**src/rtl/dlw_pkg.sv**
```systemverilog
package dlw_pkg;

    // Phase of the measurement window
    typedef enum logic [1:0] {
        WIN_IDLE = 2'd0,
        WIN_RUN  = 2'd1,
        WIN_DONE = 2'd2
    } win_state_e;

endpackage

```
**src/rtl/dlw_capture.sv**
```systemverilog
// Sticky capture: set asynchronously by the event's rising edge,
// cleared synchronously only when the event is low (set has priority).
module dlw_capture (
    input  logic clk,
    input  logic evt_i,
    input  logic clr_i,
    output logic cap_o
);
    logic cap_q;

    always_ff @(posedge clk or posedge evt_i) begin
        if (evt_i) begin
            cap_q <= 1'b1;
        end else if (clr_i) begin
            cap_q <= 1'b0;
        end
    end

    assign cap_o = cap_q;
endmodule

```
**src/rtl/dlw_sync.sv**
```systemverilog
// Multi-flop synchronizer with a synchronous clear.
module dlw_sync #(
    parameter int STAGES = 2
) (
    input  logic clk,
    input  logic clr_i,
    input  logic d_i,
    output logic q_o
);
    logic [STAGES-1:0] sh_d, sh_q;

    generate
        if (STAGES == 1) begin : g_one
            always_comb begin
                sh_d = clr_i ? 1'b0 : d_i;
            end
        end else begin : g_many
            always_comb begin
                sh_d = clr_i ? '0 : {sh_q[STAGES-2:0], d_i};
            end
        end
    endgenerate

    always_ff @(posedge clk) begin
        sh_q <= sh_d;
    end

    assign q_o = sh_q[STAGES-1];
endmodule

```
**src/rtl/dlw_window.sv**
```systemverilog
// Window counter and miss flag, two-process style.
module dlw_window
    import dlw_pkg::*;
#(
    parameter int DEADLINE = 4,
    parameter int STAGES   = 2
) (
    input  logic clk,
    input  logic rst,
    input  logic start_i,
    input  logic seen_i,
    output logic miss_o
);
    localparam int LAST = DEADLINE + STAGES - 1;
    localparam int CW   = $clog2(LAST + 1);

    typedef struct packed {
        win_state_e    st;
        logic [CW-1:0] cnt;
        logic          miss;
    } win_t;

    win_t win_d, win_q;

    always_comb begin
        win_d      = win_q;
        win_d.miss = 1'b0;
        case (win_q.st)
            WIN_RUN: begin
                if (win_q.cnt == CW'(LAST)) begin
                    win_d.miss = ~seen_i;
                    win_d.st   = WIN_DONE;
                end else begin
                    win_d.cnt = win_q.cnt + 1'b1;
                end
            end
            default: ;
        endcase
        if (start_i) begin
            win_d.st   = WIN_RUN;
            win_d.cnt  = '0;
            win_d.miss = 1'b0;
        end
        if (rst) begin
            win_d.st   = WIN_IDLE;
            win_d.cnt  = '0;
            win_d.miss = 1'b0;
        end
    end

    always_ff @(posedge clk) begin
        win_q <= win_d;
    end

    assign miss_o = win_q.miss;
endmodule

```
**src/rtl/deadline_watch.sv**
```systemverilog
module deadline_watch #(
    parameter int DEADLINE = 4,
    parameter int STAGES   = 2
) (
    input  logic clk,
    input  logic rst,
    input  logic start_i,
    input  logic evt_async_i,
    output logic miss_o,
    output logic seen_o
);
    logic clr_w, cap_w, seen_w;

    assign clr_w = rst | start_i;

    dlw_capture u_cap (
        .clk   (clk),
        .evt_i (evt_async_i),
        .clr_i (clr_w),
        .cap_o (cap_w)
    );

    dlw_sync #(.STAGES(STAGES)) u_sync (
        .clk   (clk),
        .clr_i (clr_w),
        .d_i   (cap_w),
        .q_o   (seen_w)
    );

    dlw_window #(.DEADLINE(DEADLINE), .STAGES(STAGES)) u_win (
        .clk     (clk),
        .rst     (rst),
        .start_i (start_i),
        .seen_i  (seen_w),
        .miss_o  (miss_o)
    );

    assign seen_o = seen_w;
endmodule

```
**config.mk**
```make
export PLATFORM = sky130hd
export DESIGN_NAME = deadline_watch
export DESIGN_NICKNAME = d
export VERILOG_FILES = /design/src/rtl/dlw_pkg.sv /design/src/rtl/dlw_capture.sv /design/src/rtl/dlw_sync.sv /design/src/rtl/dlw_window.sv /design/src/rtl/deadline_watch.sv
export SDC_FILE = /design/constraint.sdc
export NUM_CORES = 1
export LEC_CHECK = 0
export BUFFER_PORTS_ARGS = -buffer_cell sky130_fd_sc_hd__buf_2
export CORE_AREA = 2 2 39 41
export CTS_BUF_LIST = sky130_fd_sc_hd__clkbuf_4
export DETAILED_ROUTE_END_ITERATION = 6
export DIE_AREA = 0 0 41 43
export PLACE_DENSITY = 0.53
export SLEW_MARGIN = 20
export SYNTH_ARGS = -nofsm -noshare
export SYNTH_HDL_FRONTEND = slang
export SYNTH_SLANG_ARGS = --single-unit
```
**constraint.sdc**
```tcl
create_clock -name clk -period 2.5 [get_ports clk]
set_input_delay 0.5 -clock clk [delete_from_list [all_inputs] [get_ports clk]]
set_output_delay 0.5 -clock clk [all_outputs]
set_load 0.1 [all_outputs]
```
# Yosys cells after proc, flatten, opt, wreduce, memory -nomap -nowiden
# Cells that the tools add are included.
# W data, S select, Z words.
# totals
reg_bits	9
latchBits	0
mem_bits_rw	0
romBits	0
input_bits	4
output_inout_bits	2
mem_count	0
# classes
n_addsub	1
mul	0
div	0
n_lt_le_gt_ge	0
eq_ne	2
n_shift	0
mux	5
n_bitwise	4
reduce_logical	7
# op_table
op	count
$mux W5	2
$reduce_and A2 Y1	3
$reduce_bool A2 Y1	2
$reduce_or A4 Y1	1
$add A3 B1 Y3 const B	1
$eq A3 B3 Y1 const B	1
$mux W3	1
$not A1 Y1	3
$eq A2 B1 Y1 const B	1
$mux W1	2
$reduce_or A2 Y1	1
$or A1 B1 Y1	1

# Depth between registers and ports, before layout
# logic_depth
word_depth	4
mapped_depth	5

# By module
# From an unflattened synthesis, not the netlist that was laid out.
# hier_totals
cells_unflattened	37
area_unflattened_um2	369.1
# by_module_without_submodules
mod	instances	cells_per_inst	area_per_inst_um2
dlw_window	1	29	266.5
dlw_sync	1	4	52.6
dlw_capture	1	3	43.8
deadline_watch	1	1	6.3

# Worst setup path before layout
# No wires, ideal clock.
# synth_timing
kind	register to output
startpoint	register u_sync.sh_q[1]
endpoint	output seen_o
t_arrival_ns	0.925
path_slack_ns	1.075
stages_incl_launch_ff	1
n_path_buf	0
path_cell_list	dfxtp_1
# synth_lines
item	line	text
start, declared	dlw_sync.sv:10	logic [STAGES-1:0] sh_d, sh_q;
start signal, assigned	dlw_sync.sv:25	sh_q <= sh_d;
end, declared	deadline_watch.sv:10	output logic seen_o
# No word-level cell between the ends.

# Final worst setup path
# layout_timing
startpoint	register u_sync.sh_q[1]
endpoint	output seen_o
# No word-level cell between the ends.

==> key figures <==
Run status
  – Status: completed

Critical path
  – CP Cell Sequence: buf_2
  – Critical path origin: u_sync.sh_q[1]$_SDFF_PP0_
  – R2R Setup Slk: 1.23 ns
  – Reg2Reg Capture Point: u_win.win_q[1]$_SDFFE_PP0P_
  – Max stage delay on crit path: 0.42 ns
  – Crit path buffers/inverters: 1
  – CP max stage cell: buf_2
  – Arr. time, crit path: 0.99 ns
  – Crit. End Element: output pin
  – Reg2reg path depth: 5
  – WS Path Type: reg2out
  – Req. time, crit path: 2.00 ns
  – Reg2reg start: u_win.win_q[2]$_SDFFE_PP0P_
  – Maximum fanout along the worst path: 2
  – Delay-heaviest family, CP: buffers and inverters
  – Startpoint types: flop

Power and ir drop
  – Static leakage: 0.189 nW
  – Internal: 0.000226 W
  – Net Sw Frac: 19.6%
  – Switching pwr: 0.0000549 W
  – PD cells: 656 nW/µm²
  – Sequential power share: 53.1%
  – Gate power share: 5.2%
  – Clock share of power: 41.6%
  – Worst vdd ir: 0.416 mV

Synthesis
  – Synth warnings: 0
  – Mapped cell area: 353 µm²
  – Sequential cell area fraction in the yosys report: 52.8%
  – Syn Nets: 42
  – Distinct cell type count after synthesis: 17
  – Syn Inst Count: 36
  – Syn Area/Cell: 9.80 µm²
  – Post-synthesis sequential element count: 9

Timing
  – RSZ-0062 raised after global routing: no
  – Final setup fails: 0
  – Min Clock Period, post-route: 1.49 ns
  – Worst-Margin Slew: 0.482 ns
  – Min Hold Slack: 0.232 ns
  – Clock skew: 0.00311 ns
  – Final hold vios: 0
  – Tcrit/Tclk final: 59.8%
  – Setup TNS: 0 ns
  – Fmax: 0.669 GHz
  – Final setup margin: 1.01 ns
  – Slew headroom: 68.1%
  – Pins Over Slew Limit: 0

Drt
  – DR iter-0 viols: 1
  – DR vias: 264
  – ANT nets after route: 0
  – Vias per inst: 4.33
  – DRC viols: 0
  – First-pass detailed-route iteration total: 2
  – Routed WL per cell: 8.30 µm
  – Routed wire length: 506 µm

Clocking
  – Setup Buffers After CTS: 0
  – CTS clk-pin slew, worst paths: 0.06 ns
  – CTS resizes: 0
  – Root buf cell: clkbuf_4
  – Num CTS Buffers: 3
  – CTS Buffer Depth: 2
  – TritonCTS clock tree: done
  – Post-cts hold buffer count: 0
  – Worst-skew pair later-pin latency: 0.25 ns
  – Clk sinks: 9
  – # H-tree levels: 1

Global route
  – Largest net degree at the start of global routing: 6
  – Initial antenna violation count: 0
  – All-Layer GR Usage: 8.03%
  – First-pass GRT wire length: 890 µm
  – Gr ovfl total: 0
  – Vias in the first global route: 226

Place
  – Placed insts: 57
  – PortBufs: 5
  – GP Congestion: 0.636
  – Dpl ws: 1.21 ns

Floorplan
  – Die extent in y: 43 µm
  – Initial Util: 25.5%
  – Boundary Pins: 6
  – Core ar.: 1380 µm²
  – Cell Rows: 14
  – Die area: 1760 µm²
  – Die Wd: 41 µm

Run
  – # Max-Cap Violations: 0

Final layout
  – Nets: 52
  – Area of the multi-input gates: 155 µm²
  – N_diodes: 0
  – Non-filler cells, final: 61
  – Layout fillers: 146
  – Register area: 186 µm²
  – Synth-to-Final Area Change: 21.3%
  – Layout cells sized above 1: 24.4%

Hold path
  – Worst min path class: in2async
[per-layer routing]
layer | vias to the layer above | GRT usage [%] | share of wire [%]
met5 | - | 0 | 0
li1 | 143 | - | -
met4 | 0 | 4.00 | 2.6
met1 | 113 | 8.68 | 49
met3 | 2 | 6.28 | 4.7
met2 | 6 | 10.9 | 43
[registers in the layout, indices dropped and copies added (netlist names)]
register / flops
u_win.win_q: 5
u_win.miss_o: 1
u_sync.sh_q: 2
u_cap.cap_o: 1
[synth_stat cells]
cell	n	area, µm²
a21oi_1	5	25.0
and2_1	3	18.8
and3_1	1	6.26
and4b_1	1	10.0
dfstp_2	1	26.3
dfxtp_1	8	160
ha_1	2	25.0
inv_1	3	11.3
nand2_1	1	3.75
nand2b_4	1	13.8
nor2_1	2	7.51
nor2b_1	1	6.26
nor3_1	2	10.0
nor4_1	1	6.26
o21ai_0	2	10.0
or2_1	1	6.26
or3_1	1	6.26
[worst max-delay path by stage]
stage,end,cells after the start
after detailed placement,u_win.miss_o$_SDFF_PP0_,3
after global placement,u_win.win_q[1]$_SDFFE_PP0P_,5
after floorplan,seen_o,0
after CTS,seen_o,1
after global routing,seen_o,1
final,seen_o,1
[stage by stage]
step,total power [W],area (µm²),utilization [%]
after floorplan,0.000162,353,-
after global placement,0.000167,398,28.8
after detailed placement,0.000167,398,28.8
after CTS,0.000289,428,30.9
after global routing,0.000300,428,30.9
final,0.000281,428,30.9
[cell usage in the layout (no fill, tap or decap)]
| cell | count |
|---|---|
| dfxtp_1 | 8 |
| a21oi_1 | 5 |
| buf_2 | 5 |
| clkbuf_4 | 4 |
| and2_1 | 3 |
| inv_1 | 3 |
| nor2_1 | 2 |
| nor3_1 | 2 |
| o21ai_0 | 2 |
| ha_1 | 2 |
| or2_1 | 1 |
| nand2b_4 | 1 |
| nand2_1 | 1 |
| nor4_1 | 1 |
| nor2b_1 | 1 |
| and4b_1 | 1 |
| and3_1 | 1 |
| or3_1 | 1 |
| dfstp_2 | 1 |
[power by group through the flow]
stage	clock (W)	sequential, W	combinational (W)
2_1_floorplan	0	0.000152	0.0000105
3_3_place_gp	0	0.000152	0.0000148
3_5_place_dp	0	0.000152	0.0000150
4_1_cts	0.000125	0.000149	0.0000150
5_1_grt	0.000132	0.000149	0.0000179
6_report	0.000117	0.000149	0.0000147
[cell families after synthesis]
group	count (synthesis)	synth area share, %
AOI/OAI and AO/OA	7	9.93
DFF	9	52.8
buffers and inverters	3	3.19
and+or+nand+nor	15	27.0
adders and majority gates	2	7.09
[area by class of cell]
| cell class | count | area share (%) |
|---|---|---|
| clock buffers | 4 | 7.02 |
| inverters | 3 | 2.63 |
| multi-input cells | 24 | 36.3 |
| flip-flops and latches | 9 | 43.6 |
| well taps | 16 | 4.68 |
| repair buffers | 5 | 5.85 |
Note: power is estimated with default switching activity, not from simulation.
